===== src/rtl/fsr_pkg.sv =====
// Shared types and constants for the floating-point status register.
// Assumes the 16-bit layout given in the brief; field order is fixed by software.
package fsr_pkg;
    typedef enum logic [2:0] {
        TT_NONE    = 3'd0,
        TT_UNDER   = 3'd1,
        TT_OVER    = 3'd2,
        TT_DIVZ    = 3'd3,
        TT_ILLEGAL = 3'd4,
        TT_INVALID = 3'd5,
        TT_INEXACT = 3'd6,
        TT_RSVD    = 3'd7
    } tt_e;

    localparam int SWF_W  = 7;
    localparam int RM_W   = 2;
    localparam int WORD_W = SWF_W + RM_W + 4 + 3;

    typedef struct packed {
        logic [SWF_W-1:0] swf;
        logic [RM_W-1:0]  rmode;
        logic             inx_flag;
        logic             inx_en;
        logic             unf_flag;
        logic             unf_en;
        tt_e              tcode;
    } fsr_t;

    localparam int          NUM_ILL  = 2;
    localparam logic [7:0]  OP_BYTE  = 8'b1011_1110;
    localparam logic [3:0]  ILL_SEL [NUM_ILL] = '{4'b0011, 4'b1001};
endpackage


===== src/rtl/fsr_illegal_dec.sv =====
// Recognises the reserved floating-point instruction encodings.
// Assumes the opcode byte sits in bits 7..0 and the selector in bits 13..10.
module fsr_illegal_dec
    import fsr_pkg::*;
#(
    parameter int OPC_W = 24
) (
    input  logic [OPC_W-1:0] opcode,
    output logic             illegal
);
    logic [NUM_ILL-1:0] hit;

    // One comparator per reserved selector value.
    for (genvar g = 0; g < NUM_ILL; g++) begin : g_pat
        assign hit[g] = (opcode[7:0] == OP_BYTE) && (opcode[13:10] == ILL_SEL[g]);
    end

    assign illegal = |hit;
endmodule


===== src/rtl/fsr_exc_resolve.sv =====
// Chooses the single trap code for a completing instruction and the trap decision.
// Assumes exc_code uses the trap-code encoding; 110/111 there mean nothing.
module fsr_exc_resolve
    import fsr_pkg::*;
(
    input  logic       illegal,
    input  logic       is_status,
    input  logic [2:0] exc_code,
    input  logic       inexact,
    input  logic       unf_en,
    input  logic       inx_en,
    output logic       upd,
    output tt_e        code,
    output logic       set_unf,
    output logic       set_inx,
    output logic       trap
);
    // Priority: illegal decode, then status qualifier, then datapath code, then inexact.
    always_comb begin
        upd  = 1'b1;
        code = TT_NONE;
        if (illegal) begin
            code = TT_ILLEGAL;
        end else if (is_status) begin
            upd = 1'b0;
        end else begin
            unique case (exc_code)
                3'd1, 3'd2, 3'd3, 3'd4, 3'd5: code = tt_e'(exc_code);
                default:                      code = inexact ? TT_INEXACT : TT_NONE;
            endcase
        end
    end

    // Flag updates and trap request for the chosen code.
    always_comb begin
        set_unf = upd && (code == TT_UNDER);
        set_inx = upd && (code == TT_INEXACT);
        trap    = 1'b0;
        if (upd) begin
            unique case (code)
                TT_OVER, TT_DIVZ, TT_ILLEGAL, TT_INVALID: trap = 1'b1;
                TT_UNDER:   trap = unf_en;
                TT_INEXACT: trap = inx_en;
                default:    trap = 1'b0;
            endcase
        end
    end
endmodule


===== src/rtl/fsr_state.sv =====
// Holds the status word and the registered trap request.
// Assumes a software write wins over a completion in the same cycle.
module fsr_state
    import fsr_pkg::*;
(
    input  logic   clk,
    input  logic   rst_n,
    input  logic   wr_en,
    input  fsr_t   wr_word,
    input  logic   cmpl_valid,
    input  logic   upd,
    input  tt_e    code,
    input  logic   set_unf,
    input  logic   set_inx,
    input  logic   trap_in,
    output fsr_t   word_q,
    output logic   trap_q
);
    // Register update: reset, software load, or completion result.
    always_ff @(posedge clk) begin
        if (!rst_n) begin
            word_q <= '0;
            trap_q <= 1'b0;
        end else begin
            trap_q <= 1'b0;
            if (wr_en) begin
                word_q <= wr_word;
            end else if (cmpl_valid && upd) begin
                word_q.tcode <= code;
                if (set_unf) word_q.unf_flag <= 1'b1;
                if (set_inx) word_q.inx_flag <= 1'b1;
                trap_q <= trap_in;
            end
        end
    end
endmodule


===== src/rtl/fpu_status_reg.sv =====
// Floating-point status/mode register with exception priority and trap request.
// Assumes one completion per cycle at most; trap_req follows a completion by one cycle.
module fpu_status_reg
    import fsr_pkg::*;
#(
    parameter int OPC_W = 24
) (
    input  logic              clk,
    input  logic              rst_n,
    input  logic              wr_en,
    input  logic [WORD_W-1:0] wr_data,
    output logic [WORD_W-1:0] rd_data,
    input  logic              cmpl_valid,
    input  logic              cmpl_is_status,
    input  logic [2:0]        cmpl_exc_code,
    input  logic              cmpl_inexact,
    input  logic [OPC_W-1:0]  cmpl_opcode,
    output logic              trap_req
);
    fsr_t word_q;
    logic illegal, upd, set_unf, set_inx, trap_c;
    tt_e  code;

    fsr_illegal_dec #(.OPC_W(OPC_W)) u_dec (
        .opcode  (cmpl_opcode),
        .illegal (illegal)
    );

    fsr_exc_resolve u_res (
        .illegal   (illegal),
        .is_status (cmpl_is_status),
        .exc_code  (cmpl_exc_code),
        .inexact   (cmpl_inexact),
        .unf_en    (word_q.unf_en),
        .inx_en    (word_q.inx_en),
        .upd       (upd),
        .code      (code),
        .set_unf   (set_unf),
        .set_inx   (set_inx),
        .trap      (trap_c)
    );

    fsr_state u_st (
        .clk        (clk),
        .rst_n      (rst_n),
        .wr_en      (wr_en),
        .wr_word    (fsr_t'(wr_data)),
        .cmpl_valid (cmpl_valid),
        .upd        (upd),
        .code       (code),
        .set_unf    (set_unf),
        .set_inx    (set_inx),
        .trap_in    (trap_c),
        .word_q     (word_q),
        .trap_q     (trap_req)
    );

    assign rd_data = word_q;
endmodule


===== config.mk =====
export PLATFORM = sky130hd
export DESIGN_NAME = fpu_status_reg
export DESIGN_NICKNAME = d
export VERILOG_FILES = /design/src/rtl/fsr_pkg.sv /design/src/rtl/fsr_illegal_dec.sv /design/src/rtl/fsr_exc_resolve.sv /design/src/rtl/fsr_state.sv /design/src/rtl/fpu_status_reg.sv
export SDC_FILE = /design/constraint.sdc
export NUM_CORES = 1
export LEC_CHECK = 0
export BUFFER_PORTS_ARGS = -buffer_cell sky130_fd_sc_hd__buf_2
export CORE_ASPECT_RATIO = 1.5
export CORE_MARGIN = 2
export CORE_UTILIZATION = 38
export CTS_CLUSTER_SIZE = 24
export DETAILED_ROUTE_END_ITERATION = 16
export GPL_TIMING_DRIVEN = 1
export PLACE_DENSITY = 0.77
export SLEW_MARGIN = 40
export SYNTH_ARGS = -nofsm -noshare
export SYNTH_HDL_FRONTEND = slang
export SYNTH_HIERARCHICAL = 1
export SYNTH_SLANG_ARGS = --single-unit

===== constraint.sdc =====
create_clock -name clk -period 2.4 [get_ports clk]
set_input_delay 0.72 -clock clk [delete_from_list [all_inputs] [get_ports clk]]
set_output_delay 0.72 -clock clk [all_outputs]
set_load 0.02 [all_outputs]

* Word level (Yosys, flattened, before mapping) *
Index checks and enable logic that the tools add are counted.

word-level totals
  logic and storage cells = 54
  flip-flop bits (word level) = 17
  input bits = 49

operators by class
  equality and inequality tests = 14
  multiplexer cells = 15
  reduce and logical (&&, ||, !) cells = 14
  bitwise operators = 3

operators by type and width
  operator              number
  $mux W3               6
  $eq A3 B3 Y1 const B  5
  $eq A3 B2 Y1 const B  4
  $eq A8 B8 Y1 const B  1
  $mux W1               8
  $reduce_or A4 Y1      2
  $eq A3 B1 Y1 const B  2
  $reduce_bool A2 Y1    3
  $logic_and A1 B1 Y1   5
  $reduce_or A5 Y1      1
  $eq A4 B2 Y1 const B  1
  $eq A4 B4 Y1 const B  1
  $reduce_and A2 Y1     2
  $not A1 Y1            3
  $pmux W1 S3           1
  $reduce_or A2 Y1      1

* Logic depth before layout (Yosys ltp) *
Gate-level depths: netlist of the first run.

  depth in word-level cells = 10
  gate-level depth with buffers = 8

* Modules after synthesis *
The synthesis of the first run kept the hierarchy.

modules (own cells, without submodules)
  module           area an instance (um^2)  instances  sequential area each (um^2)  cells an instance
  fsr_state        689.4                    1          340.3                        62
  fsr_exc_resolve  118.9                    1          0.0                          19
  fsr_illegal_dec  45.0                     1          0.0                          5

* Worst setup path before layout of the first run *
Ideal clock, no wire load.

  path type = input-to-reg
  from = input port cmpl_opcode[12]
  to = register u_st/word_q[6] (netlist name)
  library setup time = 116 ps
  slack = 315 ps
  path buffers = 0
  cell stages on the path = 6
  arrival time = 1,969 ps
  cell sequence = nand4b_1 nor4_2 a311o_1 nor2_1 a311o_1 and3_1

on the way
  cells in the longest elaborated chain, start to end = 8
  elaborated cells on any way between the ends = 13
  classes of those cells = eq/ne: 3; mux: 2; reduce/logical: 8

ends and longest elaborated chain
  what                                          line                   text
  start: declaration                            fpu_status_reg.sv:17   input logic [OPC_W-1:0] cmpl_opcode,
  $eq A4 B2 Y1 or $eq A4 B4 Y1 (tied branches)  fsr_illegal_dec.sv:15  assign hit[g] = (opcode[7:0] == OP_BYTE) && (opcode[13:10] == ILL_SEL[g]);
  $logic_and A1 B1 Y1                           fsr_illegal_dec.sv:15
  $reduce_or A2 Y1 (*)                          fsr_illegal_dec.sv:18  assign illegal = |hit;
  via illegal                                   fpu_status_reg.sv:21   logic illegal, upd, set_unf, set_inx, trap_c;
  $mux W3                                       fsr_exc_resolve.sv:22  if (illegal) begin
  $eq A3 B3 Y1                                  fsr_exc_resolve.sv:37  set_inx = upd && (code == TT_INEXACT);
  $logic_and A1 B1 Y1 (*)                       fsr_exc_resolve.sv:37
  via set_inx                                   fpu_status_reg.sv:21
  $reduce_bool A2 Y1 (no line) (*)              --
  $reduce_and A2 Y1 (no line) (*)               --

Mark *: on every way through the listed nets, which the timed path passes. The rest lies on a longest branch.
A chain may end at the register's enable or synchronous reset.

* Worst setup path after layout of the first run *
  from = input port cmpl_opcode[12]
  to = register u_st/word_q[2] (netlist name)

on the way
  cells in the longest elaborated chain, start to end = 6
  elaborated cells on any way between the ends = 11
  classes of those cells = eq/ne: 2; mux: 4; reduce/logical: 5

ends and longest elaborated chain
  what                                          line                   text
  $eq A4 B2 Y1 or $eq A4 B4 Y1 (tied branches)  fsr_illegal_dec.sv:15
  $logic_and A1 B1 Y1                           fsr_illegal_dec.sv:15
  $reduce_or A2 Y1 (*)                          fsr_illegal_dec.sv:18
  via illegal                                   fpu_status_reg.sv:21
  $mux W1 (*)                                   fsr_exc_resolve.sv:22
  via upd                                       fpu_status_reg.sv:21
  $logic_and A1 B1 Y1 (*)                       fsr_state.sv:28        end else if (cmpl_valid && upd) begin
  $reduce_bool A2 Y1 (no line) (*)              --

Mark *: on every way through the listed nets, which the timed path passes. The rest lies on a longest branch. The select of a mux whose other input is x is not followed.

==> results of run 1 <==
state kept, by name (all words and copies together), names as in the netlist:
register and flops:
u_st/trap_q 1, u_st/word_q 16
cells in the mapped netlist (all sizes together):
library cell  number
mux2i             11
nor2               3
inv                2
buf                3
nor2b             11
a21boi             3
nand4b             1
nor4               1
o311a              3
nand4              1
clkinv             1
nand2b             6
nor3               2
xnor2              1
a21oi              3
or3b               2
nand4bb            1
nor3b              1
a311o              3
a311oi             1
dfxtp             17
and3               5
o21bai             1
nand2              2
or2b               1
power by group through the flow:
stage	clock [mW]	sequential [mW]	combinational (mW)
global placement	0	0.313	0.134
detailed placement	0	0.314	0.138
floorplan	0	0.335	0.0588
global route	0.161	0.310	0.151
finish	0.143	0.308	0.137
CTS	0.147	0.308	0.139
layout make-up:
class	count	area, um2
Fill cell	221	1031
Multi-Input combinational cell	63	476.7
Sequential cell	17	340.3
Timing Repair Buffer	53	265.3
Tap cell	23	28.78
Clock buffer	4	26.28
Inverter	3	12.51
per-layer routing:
metal	wire length [um]	part of all wire (%)	vias up	track usage, %
met5	0	0	-	0
li1	-	-	420	-
met3	155	7.7	2	2.312
met1	751	37	386	16.20
met4	19	0.94	0	6.250
met2	1085	54	35	27.92
critical path: stages:
cell and delay (ns):
buf_2 0.09, nand4b_1 0.17, nor4_2 0.37, nand2b_1 0.33, a21boi_0 0.16, o311a_1 0.34
per-stage QoR:
| step | total power, mW | worst slack [ns] | hold slack [ns] | util, % |
|---|---|---|---|---|
| floorplan | 0.3943 | 0.3153 | 0.5893 | - |
| global placement | 0.4474 | 0.1272 | 0.4949 | 51.52 |
| detailed placement | 0.4523 | 0.1095 | 0.5063 | 51.52 |
| CTS | 0.5941 | 0.4098 | 0.5292 | 52.73 |
| global route | 0.6223 | 0.2904 | 0.5481 | 52.73 |
| finish | 0.5882 | 0.3843 | 0.5231 | 52.73 |
path summary, 6_finish.rpt:
kind / slack (ns) / end / cells past startpoint / start
worst min-delay path: 0.52 / u_st/word_q[14] / 2 / u_st/word_q[14]
worst max register to register: 1.51 / u_st/word_q[2] / 2 / u_st/word_q[2]
worst min register to register: 0.52 / u_st/word_q[14] / 2 / u_st/word_q[14]
worst max-delay path: 0.38 / u_st/word_q[2] / 6 / cmpl_opcode[12]
cells by family after synthesis:
family          synth area share (%)
simple gates                   28.15
compound gates                 13.78
xor+xnor                       1.027
mux                            12.90
buf+inv                        4.252
flops                          39.88
==> metrics.txt, run 1 <==
outcome finished, final reports clean; Clock Latency Late Sink 0.28 ns; Ys Warns 6; commonest non-fill, non-tap cell in the layout buf_2; Finished Layout Cells 163; max-cap viol count 0; Yosys top cell by area dfxtp_1; Comb power frac 23.4%; Max IR drop VDD 297.0 uV; hold crit path type register to register; Layout area overhead 34.75%; syn avg cell area 9.922 um2; clock root cell clkbuf_4; Setup-failing EPs final 0; share of layout cells above drive strength 1 43.57%; Pwr Density 511.5 nW/um2; area share of the largest cell type after synthesis 39.88%; placed instance count 159; CTS tree built; die height 62.04 um; Area contributors post-synth dfxtp_1 (40%), mux2i_1 (13%), nor2b_1 (8.1%), and3_1 (3.7%), nand2b_1 (3.7%); starting density of the core 39.13%; Setup TNS 0 ns; max-slew violation count 0; Pint 429.1 uW; Post-CTS Resized 0; initial antenna violation count 0; Final Skew 0.003366 ns; Detailed Place HPWL 1566 um; Final Instance Area 1150 um2; DIE WIDTH 42.69 um; period utilisation layout 83.99%; CP arrival 2.19 ns; CP Max Fanout 9; most frequent cells in the layout buf_2 (53), dfxtp_1 (17), mux2i_1 (11), nor2b_1 (11); Die ar. 2648 um2; total track usage 14.73%; Startpoint Class input port; ANT cells 0; vias per cell 5.172; H-tree depth 1; io pins 66; LEAKAGE 0.5931 nW; clock buffer depth 2; GPL Wtd Cong 0.6848; largest net degree at the start of global routing 23; sequential area share after synthesis 39.88%; global route total overflow 0; relative slew slack 65.74%; clock slew at reported path FFs 0.09 ns; CP Capture Type register; Mapped Cells 86; core area 2181 um2; nets@finish 190; Starting DRT DRC Count 18; vias in the first global route 748; unrepaired setup endpoints after global routing false; Worst-Margin Slew 0.5105 ns; wire per inst 12.34 um; # clock sinks 17; post-route ant nets 0; Synth Register Bits 17; CTS Buf Count 3; # DRC 0; I/O Buffers 53; Reg power frac 52.3%; placed cell area 1124 um2; row cnt 21; FMAX 496.1 MHz; Crit path required time 2.57 ns; Via Count 843; Syn Nets 135; clock share of power 24.4%; Net Sw Frac 27.05%; Final Hold Fails 0; post-CTS setup buffer count 0; Final Critical Period 2.016 ns; first-pass GRT wire length 3029 um; DRT Pass-1 Iters 4; synthesized cell area 853.3 um2; crit path kind input port to register; post-synth cell types 30; cts hold-fix bufs 0; switching pwr 159.1 uW; routed wire length 2011 um
(Power assumes the default switching activity.)
==> run 2: changes to the inputs <==
--- a/config.mk
+++ b/config.mk
@@ -5,14 +5,15 @@
 export SDC_FILE = /design/constraint.sdc
 export NUM_CORES = 1
 export LEC_CHECK = 0
+export ABC_AREA = 1
 export BUFFER_PORTS_ARGS = -buffer_cell sky130_fd_sc_hd__buf_2
 export CORE_ASPECT_RATIO = 1.5
 export CORE_MARGIN = 2
-export CORE_UTILIZATION = 38
+export CORE_UTILIZATION = 36
 export CTS_CLUSTER_SIZE = 24
 export DETAILED_ROUTE_END_ITERATION = 16
 export GPL_TIMING_DRIVEN = 1
-export PLACE_DENSITY = 0.77
+export PLACE_DENSITY = 0.75
 export SLEW_MARGIN = 40
 export SYNTH_ARGS = -nofsm -noshare
 export SYNTH_HDL_FRONTEND = slang
==> constraint.sdc (replaced) <==
create_clock -name clk -period 1.8 [get_ports clk]
set_input_delay 0.54 -clock clk [delete_from_list [all_inputs] [get_ports clk]]
set_output_delay 0.54 -clock clk [all_outputs]
set_load 0.02 [all_outputs]
==> metrics.txt, run 2 <==
routed wire length 2048 um; Syn Nets 193; LEAKAGE 0.6825 nW; CP Capture Type register; nets@finish 246; Starting DRT DRC Count 13; hold crit path type input port to register; Layout area overhead 30.57%; ANT cells 0; fraction of registers with async set/reset 0%; Mapped Cells 144; Setup TNS 0 ns; clock slew at reported path FFs 0.09 ns; share of layout cells above drive strength 1 36.22%; area share of the largest cell type after synthesis 36.96%; wire per inst 9.309 um; vias in the first global route 924; Hold Crit Start wr_data[15]; R2R Setup Slk 0.88 ns; Clock Latency Late Sink 0.28 ns; clock buffer depth 2; FF-to-FF Start u_st/word_q[3]; hold slack 0.4758 ns; count leader, synth nor2_1; post-layout util 49.08%; unrepaired setup endpoints after global routing false; Biggest register u_st/word_q; outcome finished, final reports clean; I/O Buffers 53; Crit path required time 2.02 ns; post-CTS setup buffer count 0; max-slew violation count 0; relative slew slack 78.37%; post-route ant nets 0; crit path kind input port to register; Hold Path End u_st/word_q[15]; # DRC 0; max reg flops 16; most frequent cells in the layout buf_2 (53), nor2_1 (38), nand2_1 (29); row cnt 22; Top FF cell, synth dfxtp_1; Final Power 813.7 uW; Area contributors post-synth dfxtp_1 (37%), nor2_1 (15%), nand2_1 (12%), o21ai_0 (7.1%), inv_1 (5.7%); commonest non-fill, non-tap cell in the layout buf_2; CTS Buf Count 3; R2R depth 6; fillers 278; Worst-Margin Slew 0.3239 ns; die height 65.95 um; sequential area share after synthesis 36.96%; CTS tree built; FMAX 674.3 MHz; Final Critical Period 1.483 ns; DRT Pass-1 Iters 4; vias per cell 4.564; worst hold stages 3; Detailed Place HPWL 1666 um; clock root cell clkbuf_4; core area 2450 um2; Final Hold Fails 0; Yosys top cell by area dfxtp_1; first-pass GRT wire length 3477 um; period utilisation layout 82.39%; initial antenna violation count 0; Reg2Reg Capture Point u_st/trap_q; starting density of the core 37.59%; Via Count 1,004; post-synth cell types 20; Synth Register Bits 17; GPL Wtd Cong 0.7794; Largest regs u_st/word_q x16, u_st/trap_q x1; Post-synth EDFFs 0; Pwr Density 676.7 nW/um2; cts hold-fix bufs 0; # clock sinks 17; most frequent cells after synthesis nor2_1 (38), nand2_1 (29), dfxtp_1 (17), inv_1 (14), o21ai_0 (13); synthesized cell area 920.9 um2; Final Skew 0.006228 ns; Max IR drop VDD 250.0 uV; DIE WIDTH 45.30 um; Die ar. 2987 um2; H-tree depth 1; global route total overflow 0; CP Max Fanout 3; largest net degree at the start of global routing 21; total track usage 15.46%; Startpoint Class input port; Ys Warns 6; CP arrival 1.70 ns; io pins 66; Post-CTS Resized 0; Setup-failing EPs final 0; max-cap viol count 0; syn avg cell area 6.395 um2
[run 2: cell count changes in the layout (fill, tap and decap cells not counted), moves of 5 or more]
cell      before  now
inv_1          2   14
nand3_1        0    6
mux2i_1       11    0
and3_1         5    0
o21ai_0        0   13
nand2b_1       5    0
nand2_1        2   29
nor2_1         3   38
inv_2          0    6
nor2b_1       11    0
[run 2: area by class of cell]
type / count / area [um2] / area share [%]
Multi-Input combinational cell: 102 / 465.4 / 38.71
Sequential cell: 17 / 340.3 / 28.30
Timing Repair Buffer: 53 / 265.3 / 22.06
Inverter: 20 / 75.07 / 6.244
Tap cell: 24 / 30.03 / 2.497
Clock buffer: 4 / 26.28 / 2.185
[run 2: how the worst max path moves through the flow]
| stage | from | end | slack [ns] | cells past startpoint |
|---|---|---|---|---|
| global placement | cmpl_opcode[6] | u_st/trap_q | 0.05 | 16 |
| finish | cmpl_opcode[6] | u_st/trap_q | 0.32 | 16 |
| global route | cmpl_opcode[6] | u_st/trap_q | 0.16 | 16 |
| floorplan | cmpl_opcode[6] | u_st/trap_q | 0.29 | 14 |
| CTS | cmpl_opcode[6] | u_st/trap_q | 0.30 | 16 |
| detailed placement | cmpl_opcode[6] | u_st/trap_q | 0.009 | 16 |
[run 2: per-stage QoR]
| stage | instances | cell area, um2 | setup slack (ns) |
|---|---|---|---|
| floorplan | 144 | 920.9 | 0.2907 |
| global placement | 216 | 1176 | 0.05310 |
| detailed placement | 216 | 1176 | 0.009142 |
| CTS | 220 | 1202 | 0.2984 |
| global route | 220 | 1202 | 0.1574 |
| finish | 220 | 1202 | 0.3169 |
[run 2: worst max-delay path: stages]
cell and delay [ns]:
buf_2 0.09, inv_1 0.04, nand2_1 0.04, nor2_1 0.07, nand2_1 0.06, nor2_1 0.17, inv_1 0.06, nand2_1 0.10
inv_1 0.08, nand2_4 0.08, inv_2 0.04, nand2_1 0.05, nand2_1 0.05, nand2_1 0.05, nand3_1 0.07, nor2_1 0.11
[run 2: cell families after synthesis]
family	after synthesis	share of synthesized area, %
and+or+nand+nor	81	36.96
buffers and inverters	25	12.50
AOI/OAI and AO/OA	21	13.59
DFF	17	36.96
[run 2: metal layers]
metal	routed length, um	share of wire [%]	global-route usage [%]	vias up
met5	0	0	0	-
met4	27	1.3	8.824	0
met3	131	6.4	1.913	2
li1	-	-	-	543
met2	1041	51	28.39	46
met1	847	41	15.83	413
[run 2: where the power goes]
group | internal [mW] | switching, mW | leakage (nW)
combinational | 0.0827 | 0.124 | 0.526
sequential | 0.402 | 0.0113 | 0.141
clock | 0.0859 | 0.108 | 0.0150
